--- config.mk ---
export PLATFORM = sky130hd
export DESIGN_NAME = banked_gpio_irq
export DESIGN_NICKNAME = d
export VERILOG_FILES = /design/src/rtl/bgpio_pkg.sv /design/src/rtl/bgpio_decode.sv /design/src/rtl/bgpio_bank.sv /design/src/rtl/banked_gpio_irq.sv
export SDC_FILE = /design/constraint.sdc
export NUM_CORES = 1
export LEC_CHECK = 0
export ABC_CLOCK_PERIOD_IN_PS = 1900
export BUFFER_PORTS_ARGS = -buffer_cell sky130_fd_sc_hd__buf_2
export CAP_MARGIN = 40
export CORE_AREA = 8 8 345 347
export CTS_BUF_LIST = sky130_fd_sc_hd__clkbuf_16
export DETAILED_ROUTE_END_ITERATION = 10
export DIE_AREA = 0 0 353 355
export GPL_ROUTABILITY_DRIVEN = 0
export PLACE_DENSITY_LB_ADDON = 0.12
export REMOVE_ABC_BUFFERS = 1
export SLEW_MARGIN = 10
export SYNTH_ARGS = -nofsm -noshare
export SYNTH_HDL_FRONTEND = slang
export SYNTH_SLANG_ARGS = --single-unit
--- constraint.sdc ---
create_clock -name clk -period 1.9 [get_ports clk]
set_input_delay 0.285 -clock clk [delete_from_list [all_inputs] [get_ports clk]]
set_output_delay 0.285 -clock clk [all_outputs]
set_load 0.005 [all_outputs]
--- src/rtl/bgpio_pkg.sv ---
`timescale 1ns/1ps
package bgpio_pkg;

  localparam int REG_W = 32;

  // Register slot inside a bank window, taken from address bits [4:2].
  typedef enum logic [2:0] {
    REG_ODRAIN = 3'd0,
    REG_DATA   = 3'd1,
    REG_DIR    = 3'd2,
    REG_EDGE   = 3'd3,
    REG_BOTH   = 3'd4,
    REG_MASK   = 3'd5,
    REG_LEVEL  = 3'd6,
    REG_STAT   = 3'd7
  } regSel_e;

  // One write strobe per register, sent from the decoder to a bank.
  typedef struct packed {
    logic wrOdrain;
    logic wrData;
    logic wrDir;
    logic wrEdge;
    logic wrBoth;
    logic wrMask;
    logic wrLevel;
    logic clrStat;
  } bankStrobe_t;

  function automatic logic [REG_W-1:0] widthMask(int unsigned w);
    logic [REG_W-1:0] m;
    for (int i = 0; i < REG_W; i++) begin
      m[i] = (i < int'(w));
    end
    return m;
  endfunction

endpackage

--- src/rtl/bgpio_decode.sv ---
`timescale 1ns/1ps
module bgpio_decode
  import bgpio_pkg::*;
#(
  parameter int NUM_BANKS = 2,
  parameter int ADDR_W    = 8
) (
  input  logic                            clk,
  input  logic                            rst_n,
  input  logic [ADDR_W-1:0]               busAddr,
  input  logic                            busWrEn,
  output bankStrobe_t [NUM_BANKS-1:0]     strobes,
  output logic [ADDR_W-6:0]               rdBank,
  output regSel_e                         rdReg,
  output logic                            rdHit
);

  localparam int BANK_IDX_W = ADDR_W - 5;

  logic [BANK_IDX_W-1:0] bankIdx;
  logic                  aligned;
  logic                  inRange;

  assign bankIdx = busAddr[ADDR_W-1:5];
  assign aligned = (busAddr[1:0] == 2'b00);
  assign inRange = (32'(bankIdx) < NUM_BANKS);
  assign rdHit   = aligned && inRange;
  assign rdBank  = bankIdx;
  assign rdReg   = regSel_e'(busAddr[4:2]);

  for (genvar b = 0; b < NUM_BANKS; b++) begin : g_strobe
    logic selWr;
    assign selWr = busWrEn && rdHit && (32'(bankIdx) == b);
    always_comb begin
      strobes[b]          = '0;
      strobes[b].wrOdrain = selWr && (rdReg == REG_ODRAIN);
      strobes[b].wrData   = selWr && (rdReg == REG_DATA);
      strobes[b].wrDir    = selWr && (rdReg == REG_DIR);
      strobes[b].wrEdge   = selWr && (rdReg == REG_EDGE);
      strobes[b].wrBoth   = selWr && (rdReg == REG_BOTH);
      strobes[b].wrMask   = selWr && (rdReg == REG_MASK);
      strobes[b].wrLevel  = selWr && (rdReg == REG_LEVEL);
      strobes[b].clrStat  = selWr && (rdReg == REG_STAT);
    end
  end

  // a bus write reaches at most one register in one bank
  a_r1_single_strobe: assert property (@(posedge clk) disable iff (!rst_n)
    $countones(strobes) <= 1);

  // no strobe without a write on the port
  a_r1_idle_quiet: assert property (@(posedge clk) disable iff (!rst_n)
    !busWrEn |-> (strobes == '0));

endmodule

--- src/rtl/bgpio_bank.sv ---
`timescale 1ns/1ps
module bgpio_bank
  import bgpio_pkg::*;
#(
  parameter int PIN_W = 32
) (
  input  logic              clk,
  input  logic              rst_n,
  input  bankStrobe_t       strobe,
  input  logic [REG_W-1:0]  wdata,
  input  regSel_e           rdReg,
  input  logic [REG_W-1:0]  pinIn,
  output logic [REG_W-1:0]  rdWord,
  output logic [REG_W-1:0]  pinOut,
  output logic [REG_W-1:0]  pinOe,
  output logic              irqReq
);

  localparam logic [REG_W-1:0] VALID = widthMask(PIN_W);

  logic [REG_W-1:0] odReg, dataReg, dirReg, edgeReg, bothReg;
  logic [REG_W-1:0] maskReg, levelReg, statReg;
  logic [REG_W-1:0] syncA, syncB, syncPrev;
  logic [REG_W-1:0] rise, fall, edgeHit, trig, clrVec, wMasked;

  assign wMasked = wdata & VALID;

  // Configuration registers
  always_ff @(posedge clk or negedge rst_n) begin
    if (!rst_n) begin
      odReg    <= '0;
      dataReg  <= '0;
      dirReg   <= VALID;
      edgeReg  <= '0;
      bothReg  <= '0;
      maskReg  <= '0;
      levelReg <= '0;
    end else begin
      if (strobe.wrOdrain) odReg    <= wMasked;
      if (strobe.wrData)   dataReg  <= wMasked;
      if (strobe.wrDir)    dirReg   <= wMasked;
      if (strobe.wrEdge)   edgeReg  <= wMasked;
      if (strobe.wrBoth)   bothReg  <= wMasked;
      if (strobe.wrMask)   maskReg  <= wMasked;
      if (strobe.wrLevel)  levelReg <= wMasked;
    end
  end

  // Two-stage synchroniser plus history stage for edge detection
  always_ff @(posedge clk or negedge rst_n) begin
    if (!rst_n) begin
      syncA    <= '0;
      syncB    <= '0;
      syncPrev <= '0;
    end else begin
      syncA    <= pinIn & VALID;
      syncB    <= syncA;
      syncPrev <= syncB;
    end
  end

  assign rise    = syncB & ~syncPrev;
  assign fall    = ~syncB & syncPrev;
  assign edgeHit = (bothReg & (rise | fall))
                 | (~bothReg & edgeReg & rise)
                 | (~bothReg & ~edgeReg & fall);
  assign trig    = ((levelReg & syncB) | (~levelReg & edgeHit)) & VALID;
  assign clrVec  = strobe.clrStat ? wdata : '0;

  // Sticky status: set beats clear in the same cycle
  always_ff @(posedge clk or negedge rst_n) begin
    if (!rst_n) statReg <= '0;
    else        statReg <= (statReg & ~clrVec) | trig;
  end

  // Pad drive
  assign pinOe  = VALID & ~dirReg & (~odReg | ~dataReg);
  assign pinOut = VALID & ~dirReg & ~odReg & dataReg;

  assign irqReq = |(statReg & maskReg);

  always_comb begin
    unique case (rdReg)
      REG_ODRAIN: rdWord = odReg;
      REG_DATA:   rdWord = ((dirReg & syncB) | (~dirReg & dataReg)) & VALID;
      REG_DIR:    rdWord = dirReg;
      REG_EDGE:   rdWord = edgeReg;
      REG_BOTH:   rdWord = bothReg;
      REG_MASK:   rdWord = maskReg;
      REG_LEVEL:  rdWord = levelReg;
      REG_STAT:   rdWord = statReg;
      default:    rdWord = '0;
    endcase
  end

  // bits not written with 1 are never lost
  a_r7_sticky_hold: assert property (@(posedge clk) disable iff (!rst_n)
    1'b1 |=> (($past(statReg & ~clrVec) & ~statReg) == '0));

  // an active level source is reflected in status on the next cycle
  a_r6_level_sets: assert property (@(posedge clk) disable iff (!rst_n)
    1'b1 |=> (($past(levelReg & syncB & VALID) & ~statReg) == '0));

  // both-edge pins latch either transition
  a_r5_both_edge: assert property (@(posedge clk) disable iff (!rst_n)
    1'b1 |=> (($past((rise | fall) & bothReg & ~levelReg & VALID) & ~statReg) == '0));

  // an open-drain pin never drives a one
  a_r3_od_no_high: assert property (@(posedge clk) disable iff (!rst_n)
    ((pinOe & pinOut & odReg) == '0));

  // no request while the mask is all zero
  a_r9_masked_quiet: assert property (@(posedge clk) disable iff (!rst_n)
    (maskReg == '0) |-> !irqReq);

  // pads above the bank width stay undriven
  a_r8_upper_undriven: assert property (@(posedge clk) disable iff (!rst_n)
    ((pinOe & ~VALID) == '0));

endmodule

--- src/rtl/banked_gpio_irq.sv ---
`timescale 1ns/1ps
module banked_gpio_irq
  import bgpio_pkg::*;
#(
  parameter int NUM_BANKS = 2,
  parameter int ADDR_W    = 8,
  parameter logic [8*NUM_BANKS-1:0] BANK_WIDTHS = {8'd20, 8'd32}
) (
  input  logic                      clk,
  input  logic                      rst_n,
  input  logic [ADDR_W-1:0]         busAddr,
  input  logic                      busWrEn,
  input  logic [31:0]               busWdata,
  output logic [31:0]               busRdata,
  input  logic [32*NUM_BANKS-1:0]   pinIn,
  output logic [32*NUM_BANKS-1:0]   pinOut,
  output logic [32*NUM_BANKS-1:0]   pinOe,
  output logic                      irq
);

  bankStrobe_t [NUM_BANKS-1:0] strobes;
  logic [ADDR_W-6:0]           rdBank;
  regSel_e                     rdReg;
  logic                        rdHit;
  logic [31:0]                 bankWord [NUM_BANKS];
  logic [NUM_BANKS-1:0]        irqBank;

  bgpio_decode #(
    .NUM_BANKS (NUM_BANKS),
    .ADDR_W    (ADDR_W)
  ) u_decode (
    .clk     (clk),
    .rst_n   (rst_n),
    .busAddr (busAddr),
    .busWrEn (busWrEn),
    .strobes (strobes),
    .rdBank  (rdBank),
    .rdReg   (rdReg),
    .rdHit   (rdHit)
  );

  for (genvar b = 0; b < NUM_BANKS; b++) begin : g_bank
    localparam int PW = int'(BANK_WIDTHS[8*b +: 8]);
    bgpio_bank #(.PIN_W(PW)) u_bank (
      .clk    (clk),
      .rst_n  (rst_n),
      .strobe (strobes[b]),
      .wdata  (busWdata),
      .rdReg  (rdReg),
      .pinIn  (pinIn[32*b +: 32]),
      .rdWord (bankWord[b]),
      .pinOut (pinOut[32*b +: 32]),
      .pinOe  (pinOe[32*b +: 32]),
      .irqReq (irqBank[b])
    );
  end

  always_comb begin
    busRdata = '0;
    for (int b = 0; b < NUM_BANKS; b++) begin
      if (rdHit && (32'(rdBank) == b)) busRdata = bankWord[b];
    end
  end

  assign irq = |irqBank;

endmodule

# Yosys cells after proc, flatten, opt, wreduce, memory -nomap -nowiden
# Cells that the tools add are included.
[word_totals]
ff_bits = 584
latch_bits = 0
mem_bits_rw = 0
mem_bits_ro = 0
memories = 0
[classes]
n_addsub = 0
mul = 0
n_div = 0
n_lt_le_gt_ge = 1
eq_ne = 8
n_shift = 0
muxes = 6
bitwise = 64
reduce_logical = 26
[ops]
columns = ["operator", "n"]
rows = [
  ["$and A32 B32 Y32", 17],
  ["$pmux W32 S8", 2],
  ["$not A32 Y32", 10],
  ["$or A32 B32 Y32", 8],
  ["$and A20 B20 Y20", 11],
  ["$mux W32", 4],
  ["$not A20 Y20", 6],
  ["$or A20 B20 Y20", 5],
  ["$and A20 B32 Y32", 2],
  ["$and A32 B20 Y32", 2],
  ["$not A20 Y32", 2],
  ["$reduce_or A64 Y1", 1],
  ["$or A32 B20 Y32", 1],
  ["$logic_and A1 B1 Y1", 22],
  ["$eq A3 B3 Y1 const B", 4],
  ["$eq A3 B1 Y1 const B", 2],
  ["$eq A3 B2 Y1 const B", 2],
  ["$logic_not A3 Y1", 2],
  ["$lt A3 B2 Y1 const B", 1],
  ["$logic_not A2 Y1", 1],
]

# Logic depth before layout (Yosys ltp)
# Gate-level depths: netlist of the first run.
[logic_depth]
ltp_word = 9
mapped_depth = 8
depth_no_buf = 6

# Modules after synthesis
# A second synthesis of the first run with hierarchy kept.
[unflattened]
cells_unflattened = 2383
area_unflattened_um2 = 28507.3
[by_module_without_submodules]
columns = ["mod", "n_inst", "cells_per_inst", "area_each_um2"]
rows = [
  ["bgpio_bank at g_bank[0].u_bank", 1, 1344, 16672.2],
  ["bgpio_bank at g_bank[1].u_bank", 1, 932, 11098.1],
  ["banked_gpio_irq", 1, 74, 520.5],
  ["bgpio_decode", 1, 33, 216.5],
]

# Worst setup path after synthesis of the first run
# OpenSTA, ideal clock, no wires.
[synth_timing]
path_type = "input to output"
from = "input busAddr[4]"
to = "output busRdata[19]"
arrival_ns = 1.447
required_ns = 1.615
path_slack_ns = 0.168
path_stages = 6
n_path_buf = 2
cell_sequence = "buf_4 nor2_2 clkbuf_1 a32o_1 a211oi_1 o22ai_1"
[synth_between]
elab_chain_len = 4
[synth_rtl]
columns = ["item", "line_no", "rtl"]
rows = [
  ["from (decl)", "banked_gpio_irq.sv:11", "input logic [ADDR_W-1:0] busAddr,"],
  ["$eq A3 B3 Y1, or another cell as far along", "bgpio_bank.sv:83", "unique case (rdReg)"],
  ["$pmux W32 S8", "bgpio_bank.sv:83", ""],
  ["$mux W32", "banked_gpio_irq.sv:61", "if (rdHit && (32'(rdBank) == b)) busRdata = bankWord[b];"],
  ["$mux W32 (*)", "banked_gpio_irq.sv:61", ""],
  ["to (decl)", "banked_gpio_irq.sv:14", "output logic [31:0] busRdata,"],
]
# Mark *: on every way between the ends. The rest lies on a longest branch, timed or not.

# Worst setup path in the final report of the first run
[layout_timing]
from = "register g_bank[1].u_bank.dirReg[9]"
to = "output busRdata[9]"
[layout_between]
elab_chain_len = 5
[layout_rtl]
columns = ["item", "line_no", "rtl"]
rows = [
  ["from (decl)", "bgpio_bank.sv:21", "logic [REG_W-1:0] odReg, dataReg, dirReg, edgeReg, bothReg;"],
  ["from (signal assigned)", "bgpio_bank.sv:41", "if (strobe.wrDir) dirReg <= wMasked;"],
  ["$not A20 Y20", "bgpio_bank.sv:85", "REG_DATA: rdWord = ((dirReg & syncB) | (~dirReg & dataReg)) & VALID;"],
  ["$and A20 B20 Y20", "bgpio_bank.sv:85", ""],
  ["$or A20 B20 Y20", "bgpio_bank.sv:85", ""],
  ["$pmux W32 S8 (*)", "bgpio_bank.sv:83", ""],
  ["$mux W32 (*)", "banked_gpio_irq.sv:61", ""],
]
# Marked as above.

==> flow_summary.ini, run 1 <==
[logic_synthesis]
avgSynthCellArea_um2 = 11.98
synth_warnings = 0
synth_edf_count = 0
synth_top_area_share_pct = 47.24
netlist_top_cells_area = dfrtp_1, mux2_2, dfstp_2
yosysTopAreaCell = dfrtp_1
netlist_area_mm2 = 0.02818
ys_ff_latch = 584
yosysSeqAreaShare_pct = 52.09
async_flop_share_pct = 100.0
synth.distinct_cells = 48
syn_inst = 2352
synthFlopType = dfrtp_1

[final_layout]
layout-drive-gt1-share_pct = 40.82
area_delta_synth_final_pct = 32.81
fin_nets = 3080
fin_cells = 4443
final_core_util_pct = 32.95

[power_and_ir_drop]
vdd_ir_drop_max_mv = 0.4645
p_comb_share_pct = 10.6
p_leak_uw = 0.01711
p_sw_uw = 8061
p_seq_share_pct = 43.2
sw_frac_of_total_pct = 25.58
intPower_uw = 23450
powerDensity_mw_per_mm2 = 842.0
power.share.clock_pct = 46.2

[grt]
antenna_found_initial = 5
overflow = 0
grt_use_total_pct = 16.47
grt_pass1_vias = 22429
grt_pass1_wl_um = 156000
grt_max_degree = 102

[outcome]
outcome = finished with violations
violations = setup timing

[timing]
fin_worst_skew_ps = 12.62
fmax_mhz = 391.2
post-route-min-period_ps = 2556
fin_crit_sh_pct = 134.5
worstMarginPinSlew_ps = 605.2
final.setup.worst_slack_ps = -656.1
rsz0062_at_grt = true
drv_slew = 0
maxSlewHeadroom_pct = 59.65
setup_viol = 34
hold_viol_final = 0

[critical_path]
rr_worst_depth = 6
cp_max_fo = 2
crit_buf_inv = 2
critPathSlowestCell = dfstp_2
crit_type = flop to primary output
endpoint_kind = primary output
regToRegEndpoint = g_bank[0].u_bank.statReg[2]
cp.arrival_ps = 2270
crit_family = flip-flops
cp-start-kind = flop
reg2reg_from = g_bank[0].u_bank.syncB[2]
cp_num_cells = 7
ff2ff_setup_slack_ps = 280
path_cells = mux2_4 > a22oi_2 > nor2_1 > a211oi_2 > buf_4 > o22ai_4 > buf_2
required_ps = 1620
crit_end = busRdata[9]
setup.worst_path.start = g_bank[1].u_bank.dirReg[9]
cpPeakStageDelay_ps = 550

[clock_network]
cts_htree_levels = 3
cts.reportedPaths.clkPinSlew_ps = 60
clk_latency_ps = 620
root_buffer = clkbuf_16
ctsLongestPathBuffers = 3
cts_tree = done
cts_made_buffers = 75
clock_sinks = 584

[routing]
wl_um = 106200
wire_per_inst_um = 23.89
first_iter_violations = 1190
dr.pass1.iters = 5
viasPerCell = 4.770
ant_nets = 0
drc = 0
vias = 21194

[floorplanning]
rows = 124
num_io_pins = 268
die_area_mm2 = 0.1253
die_y_um = 355
die_w_um = 353
initial_utilization_pct = 24.81
core_mm2 = 0.1136

[job]
maxCapViolations = 0

[placement]
pre_cts_ws_ps = -619.2
placed_cells = 4208
hpwl_um = 74960
io_buffers = 231

[hold_path]
hold_path.class = primary input to flop
hold_start = busWdata[25]
==> state kept, by name, indices dropped and copies added, names as in the netlist <==
| register | flops |
|---|---|
| g_bank.u_bank.statReg | 64 |
| g_bank.u_bank.bothReg | 52 |
| g_bank.u_bank.dataReg | 52 |
| g_bank.u_bank.dirReg | 52 |
| g_bank.u_bank.edgeReg | 52 |
| g_bank.u_bank.levelReg | 52 |
| g_bank.u_bank.maskReg | 52 |
| g_bank.u_bank.odReg | 52 |
| g_bank.u_bank.syncA | 52 |
| g_bank.u_bank.syncB | 52 |
| g_bank.u_bank.syncPrev | 52 |
==> area by class of cell <==
class	count	area [um^2]
Inverter	139	521.8
Clock buffer	81	2027
Fill cell	11477	76140
Clock inverter	57	467.9
Timing Repair Buffer	578	4758
Antenna cell	1	2.502
Tap cell	1512	1892
Sequential cell	584	14680
Multi-Input combinational cell	1491	13070
==> per-stage QoR <==
step / power [uW] / area, um^2 / hold WS [ps] / TNS [ps]
5_1_grt: 32950 / 37420 / 34.19 / -18480
3_5_place_dp: 16850 / 33180 / 148.3 / -64460
2_1_floorplan: 14870 / 27430 / -10.59 / -199080
4_1_cts: 32050 / 37180 / 8.598 / -17720
3_3_place_gp: 16790 / 33180 / 149.4 / -59480
6_report: 31510 / 37420 / 37.19 / -14720
==> worst min-delay path by stage <==
stage	to	slack, ps	cells after the start
after CTS	g_bank[1].u_bank.statReg[25]	9	2
after global routing	g_bank[1].u_bank.statReg[25]	30	2
after global placement	g_bank[1].u_bank.syncA[3]	150	1
final	g_bank[1].u_bank.statReg[25]	40	2
after detailed placement	g_bank[1].u_bank.syncA[3]	150	1
after floorplan	g_bank[0].u_bank.bothReg[0]	-10	0
==> cell usage in the layout, fill, tap and decap left out, types with 15 or more instances in the layout <==
cell             n
buf_4          211
inv_1          147
conb_1          24
nor3_1          21
mux2i_1         33
nor3b_2         15
a32o_1          17
a21oi_1        121
a22oi_1         42
nor3b_1         30
mux2_2         361
o21ai_1         16
clkbuf_16       81
a211oi_1       108
nand2_1        100
dfstp_2         52
ha_1           104
a211oi_2        17
a221o_1         52
buf_6           17
dlygate4sd3_1   64
a22o_1          18
clkinv_1        24
dfrtp_1        529
nor2b_1         90
o22ai_2         18
a2bb2oi_1       18
buf_2          225
o21ai_0         84
buf_12          60
==> power by group through the flow <==
| stage | combinational [uW] | clock [uW] | sequential, uW |
|---|---|---|---|
| after floorplan | 1260 | 0 | 13600 |
| after global placement | 3000 | 0 | 13800 |
| after detailed placement | 3040 | 0 | 13800 |
| after CTS | 3370 | 15100 | 13600 |
| after global routing | 3680 | 15600 | 13700 |
| final | 3340 | 14600 | 13600 |
==> synthesized netlist by cell type, types with 52 or more instances <==
master / instances
mux2_2: 375
nand2_1: 106
clkbuf_1: 63
dfstp_2: 52
o21ai_0: 97
nor3b_1: 52
nor2b_1: 94
dfrtp_1: 532
inv_1: 138
a211oi_1: 127
a221o_1: 52
ha_1: 104
a21oi_1: 133
buf_2: 53
a22oi_1: 53
==> logic make-up (layout without fill, tap and decap cells) <==
logic type                 count (synthesis)  after routing  synth area share, %
AOI/OAI and AO/OA                        612            612                14.99
adders and majority gates                104            104                4.618
buffers and inverters                    300            855                4.831
DFF                                      584            584                52.09
muxes                                    435            435                17.34
other                                      1             25              0.01331
and+or+nand+nor                          316            316                6.119
==> layer usage <==
metal  global-route usage [%]  share of wire, %
met4                    4.304               2.2
met1                    22.38                46
met2                    27.24                47
met3                    2.712               4.2
met5                        0             0.020
==> repair_timing <==
action                                 CTS  global route
buffers inserted                        38             7
cloned                                   0             0
hold buffers                            64             0
endpoints found under the hold margin  403             0
resized for setup                      140            54
pin swaps                               80            40
setup endpoints to repair               47            45
Power figures use the tool's default switching activity.
==> inputs of run 2 (changes only) <==
--- a/config.mk
+++ b/config.mk
@@ -15,6 +15,7 @@
 export GPL_ROUTABILITY_DRIVEN = 0
 export PLACE_DENSITY_LB_ADDON = 0.12
 export REMOVE_ABC_BUFFERS = 1
+export SETUP_SLACK_MARGIN = 0.5
 export SLEW_MARGIN = 10
 export SYNTH_ARGS = -nofsm -noshare
 export SYNTH_HDL_FRONTEND = slang
==> flow_summary.ini, run 2 (synthesized netlist as in run 1, its figures left out) <==
[outcome]
outcome = finished with violations
violations = setup timing

[timing]
final.setup.worst_slack_ps = -707.5
fin_worst_skew_ps = 14.95
drv_slew = 0
fin_crit_sh_pct = 137.2
fmax_mhz = 383.5
rsz0062_at_grt = true
maxSlewHeadroom_pct = 60.22
post-route-min-period_ps = 2607
setup_viol = 34
hold_viol_final = 0
worstMarginPinSlew_ps = 596.6

[grt]
grt_pass1_vias = 22772
grt_busiest_layer = met2
use_met1_pct = 22.72
antenna_found_initial = 4
grt_use_total_pct = 16.67
met2_usage_pct = 27.49
overflow = 0
grt_pass1_wl_um = 158200
groute.layer.met3.usage_pct = 2.594
grt_max_degree = 102

[floorplanning]
die_y_um = 355
die_area_mm2 = 0.1253
num_io_pins = 268
rows = 124
die_w_um = 353
core_mm2 = 0.1136
initial_utilization_pct = 24.81

[critical_path]
crit_type = flop to primary output
regToRegEndpoint = g_bank[0].u_bank.statReg[22]
cp-start-kind = flop
endpoint_kind = primary output
setup.worst_path.start = g_bank[0].u_bank.statReg[25]
crit_end = irq
cp.arrival_ps = 2320
ff2ff_setup_slack_ps = 340
reg2reg_from = g_bank[0].u_bank.syncB[22]
required_ps = 1620
rr_worst_depth = 8
cp_max_fo = 2

[placement]
io_buffers = 231
hpwl_um = 74960
pre_cts_ws_ps = -619.2
placed_area_mm2 = 0.03318

[final_layout]
area_delta_synth_final_pct = 40.26
largest_reg_flops = 64
fin_nets = 3147
top_register = g_bank.u_bank.statReg
num-fill-cells = 11296
design_area_mm2 = 0.03952
layout_common_cells = dfrtp_1, mux2_2, buf_2, buf_4, inv_1
final_common_cell = dfrtp_1
layout-drive-gt1-share_pct = 50.08

[clock_network]
root_buffer = clkbuf_16
cts_tree = done
clk_latency_ps = 620
cts_htree_levels = 3
cts.reportedPaths.clkPinSlew_ps = 60
cts_made_buffers = 75
clock_sinks = 584
ctsLongestPathBuffers = 3

[routing]
wire_per_inst_um = 23.93
first_iter_violations = 1225
dr.pass1.iters = 5
drc = 0
ant_nets = 0
viasPerCell = 4.787
vias = 21590
wl_um = 107900

[job]
maxCapViolations = 0

[power_and_ir_drop]
powerDensity_mw_per_mm2 = 808.2
p_leak_uw = 0.01768
vdd_ir_drop_max_mv = 0.4635
power.total_uw = 31940

[hold_path]
hold_path.class = primary input to flop
-- run 2: area by class of cell --
cell class / count / area, um^2 / area share, %
sequential: 584 / 14760 / 37.33
multi-input combinational: 1491 / 14170 / 35.84
timing repair buffer: 645 / 5648 / 14.29
clock buffer: 81 / 2027 / 5.128
tap: 1512 / 1892 / 4.786
inverter: 139 / 564.3 / 1.428
clock inverter: 57 / 467.9 / 1.184
antenna: 1 / 2.502 / 0.006331
-- run 2: how the worst min path moves through the flow --
stage | cells after the start | endpoint | slack (ps) | start
floorplan | 0 | g_bank[0].u_bank.bothReg[0] | -10 | rst_n
global placement | 1 | g_bank[1].u_bank.syncA[3] | 150 | rst_n
detailed placement | 1 | g_bank[1].u_bank.syncA[3] | 150 | rst_n
CTS | 2 | g_bank[1].u_bank.statReg[25] | 9 | busWdata[25]
global route | 2 | g_bank[1].u_bank.statReg[25] | 40 | busWdata[25]
finish | 2 | g_bank[1].u_bank.statReg[25] | 40 | busWdata[25]
-- run 2: critical path, cell delays in order (launching register included) --
cell	delay [ps]
dfrtp_1	440
a22oi_1	360
nand4_1	140
buf_4	180
nor4_4	260
nand2_2	150
buf_6	150
-- run 2: routing by layer --
metal	vias up	part of all wire [%]
met2	445	48
met1	11276	46
met4	2	2.4
li1	9753	-
met3	114	4.0
met5	-	0.012
-- run 2: timing repair --
action,4_1_cts,5_1_grt
endpoints found under the hold margin,403,0
pin swaps,122,68
cloned,1,0
resized for setup,379,221
setup endpoints to repair,277,265
hold buffers,64,0
setup buffers,57,41
-- run 2: metrics by stage --
stage / util, % / cells / setup TNS (ps) / hold slack, ps
after floorplan: - / 2214 / -199080 / -10.59
final: 34.80 / 4510 / -15570 / 38.93
after detailed placement: 29.21 / 4208 / -64460 / 148.3
after global placement: 29.21 / 4208 / -59480 / 149.4
after CTS: 33.76 / 4468 / -18340 / 8.599
after global routing: 34.80 / 4509 / -19320 / 35.12
-- run 2: power breakdown --
group / total [uW] / switching (uW) / internal [uW]
sequential: 13700 / 643 / 13000
combinational: 3710 / 1890 / 1810
clock: 14500 / 5700 / 8850
==> inputs of run 3 (changes only) <==
--- a/config.mk
+++ b/config.mk
@@ -5,7 +5,7 @@
 export SDC_FILE = /design/constraint.sdc
 export NUM_CORES = 1
 export LEC_CHECK = 0
-export ABC_CLOCK_PERIOD_IN_PS = 1900
+export ABC_CLOCK_PERIOD_IN_PS = 2300
 export BUFFER_PORTS_ARGS = -buffer_cell sky130_fd_sc_hd__buf_2
 export CAP_MARGIN = 40
 export CORE_AREA = 8 8 345 347
==> constraint.sdc (replaced) <==
create_clock -name clk -period 2.3 [get_ports clk]
set_input_delay 0.345 -clock clk [delete_from_list [all_inputs] [get_ports clk]]
set_output_delay 0.345 -clock clk [all_outputs]
set_load 0.005 [all_outputs]
==> flow_summary.ini, run 3 (synthesized netlist as in run 1, its figures left out) <==
[outcome]
outcome = finished with violations
violations = setup timing

[grt]
grt_max_degree = 77
antenna_found_initial = 4
overflow = 0
grt_pass1_wl_um = 157800
grt_use_total_pct = 16.62
grt_pass1_vias = 22675

[floorplanning]
die_w_um = 353
initial_utilization_pct = 24.81
rows = 124
core_mm2 = 0.1136
die_area_mm2 = 0.1253
die_y_um = 355
num_io_pins = 268

[placement]
io_buffers = 231
hpwl_um = 73120
placed_cells = 4133

[power_and_ir_drop]
vdd_ir_drop_max_mv = 0.5367
p_leak_uw = 0.01703
p_sw_uw = 6633
sw_frac_of_total_pct = 26.23
powerDensity_mw_per_mm2 = 674.2
p_comb_share_pct = 11.0
power.share.clock_pct = 44.4
power.total_uw = 25290
intPower_uw = 18660
p_seq_share_pct = 44.6

[routing]
ant_nets = 0
viasPerCell = 4.864
dr.pass1.iters = 6
drc = 0
vias = 21401
wl_um = 106900
wire_per_inst_um = 24.29
first_iter_violations = 1291

[final_layout]
top_register = g_bank.u_bank.statReg
area_delta_synth_final_pct = 33.11
layout_common_cells = dfrtp_1, mux2_2, buf_2, inv_1, buf_4
final_common_cell = dfrtp_1
largest_reg_flops = 64
fin_cells = 4400
fin_nets = 3040
layout-drive-gt1-share_pct = 42.72
num-fill-cells = 11451

[timing]
setup_viol = 28
rsz0062_at_grt = true
hold_viol_final = 0
drv_slew = 0
final.setup.worst_slack_ps = -375.6
post-route-min-period_ps = 2676
fin_crit_sh_pct = 116.3
fin_worst_skew_ps = 15.07
fmax_mhz = 373.8

[critical_path]
cp.arrival_ps = 2330
crit_type = flop to primary output
rr_worst_depth = 6
reg2reg_from = g_bank[1].u_bank.syncB[4]
cp-start-kind = flop
cp_max_fo = 3
endpoint_kind = primary output
required_ps = 1960
ff2ff_setup_slack_ps = 720
regToRegEndpoint = g_bank[1].u_bank.statReg[4]

[hold_path]
hold_end = g_bank[1].u_bank.statReg[29]
hold_path_depth = 2
hold_path.class = primary input to flop
hold_start = busWdata[29]

[job]
maxCapViolations = 0

[clock_network]
cts_htree_levels = 3
root_buffer = clkbuf_16
cts.reportedPaths.clkPinSlew_ps = 60
cts_made_buffers = 74
clock_sinks = 584
cts_tree = done
ctsLongestPathBuffers = 3
clk_latency_ps = 620
run 3: worst max-delay path, stage by stage, from the launching register on:
cell	delay (ps)
dfrtp_1	400
a22o_1	270
a221oi_4	250
nand3_2	150
nor4_4	300
nand2_2	170
buf_6	160
run 3: final cells by class:
| class | count | area (um^2) | share of cell area [%] |
|---|---|---|---|
| flip-flops and latches | 584 | 14700 | 39.20 |
| multi-input cells | 1491 | 13430 | 35.81 |
| repair buffers | 539 | 4656 | 12.41 |
| well taps | 1512 | 1892 | 5.044 |
| clock buffers | 75 | 1877 | 5.004 |
| inverters | 139 | 521.8 | 1.391 |
| clock inverters | 58 | 421.7 | 1.124 |
| diodes | 2 | 5.005 | 0.01334 |
run 3: layer usage:
layer,track usage (%),share of wire (%)
met1,22.09,45
met5,0,0
met2,27.43,47
met3,2.686,4.4
met4,5.772,3.4
run 3: worst max-delay path by stage:
| stage | end | cells past startpoint | slack, ps | start |
|---|---|---|---|---|
| after global routing | irq | 6 | -480 | g_bank[1].u_bank.statReg[17] |
| after detailed placement | busRdata[9] | 10 | -170 | busAddr[2] |
| after global placement | busRdata[10] | 9 | -170 | busAddr[2] |
| after CTS | busRdata[9] | 7 | -460 | g_bank[1].u_bank.dirReg[9] |
| after floorplan | g_bank[0].u_bank.maskReg[0] | 3 | -1810 | busAddr[3] |
| final | irq | 6 | -380 | g_bank[1].u_bank.statReg[17] |
run 3: power by group through the flow:
stage                     clock network [uW]  registers [uW]  logic [uW]
after global routing                   12000           11400        3040
after floorplan                            0           11200        1040
final                                  11200           11300        2780
after CTS                              11600           11300        2730
after global placement                     0           11400        2390
after detailed placement                   0           11400        2420
run 3: per-stage QoR:
stage / setup WS (ps) / cell area (um^2) / hold slack, ps / setup TNS, ps / utilization, %
floorplan: -1814 / 27430 / 49.41 / -130940 / -
global placement: -170.5 / 32630 / 287.4 / -4932 / 28.73
detailed placement: -171.3 / 32630 / 286.9 / -4421 / 28.73
CTS: -456.8 / 36870 / 1.326 / -6186 / 32.46
global route: -480.4 / 37500 / 42.85 / -7081 / 33.02
finish: -375.6 / 37510 / 45.87 / -3682 / 33.03
run 3: timing repair:
action | 4_1_cts | 5_1_grt
buffers inserted | 48 | 29
gates resized for setup | 235 | 100
hold buffers | 55 | 0
endpoints found under the setup margin | 88 | 116
pin swaps | 94 | 50
hold endpoints to repair | 130 | 0
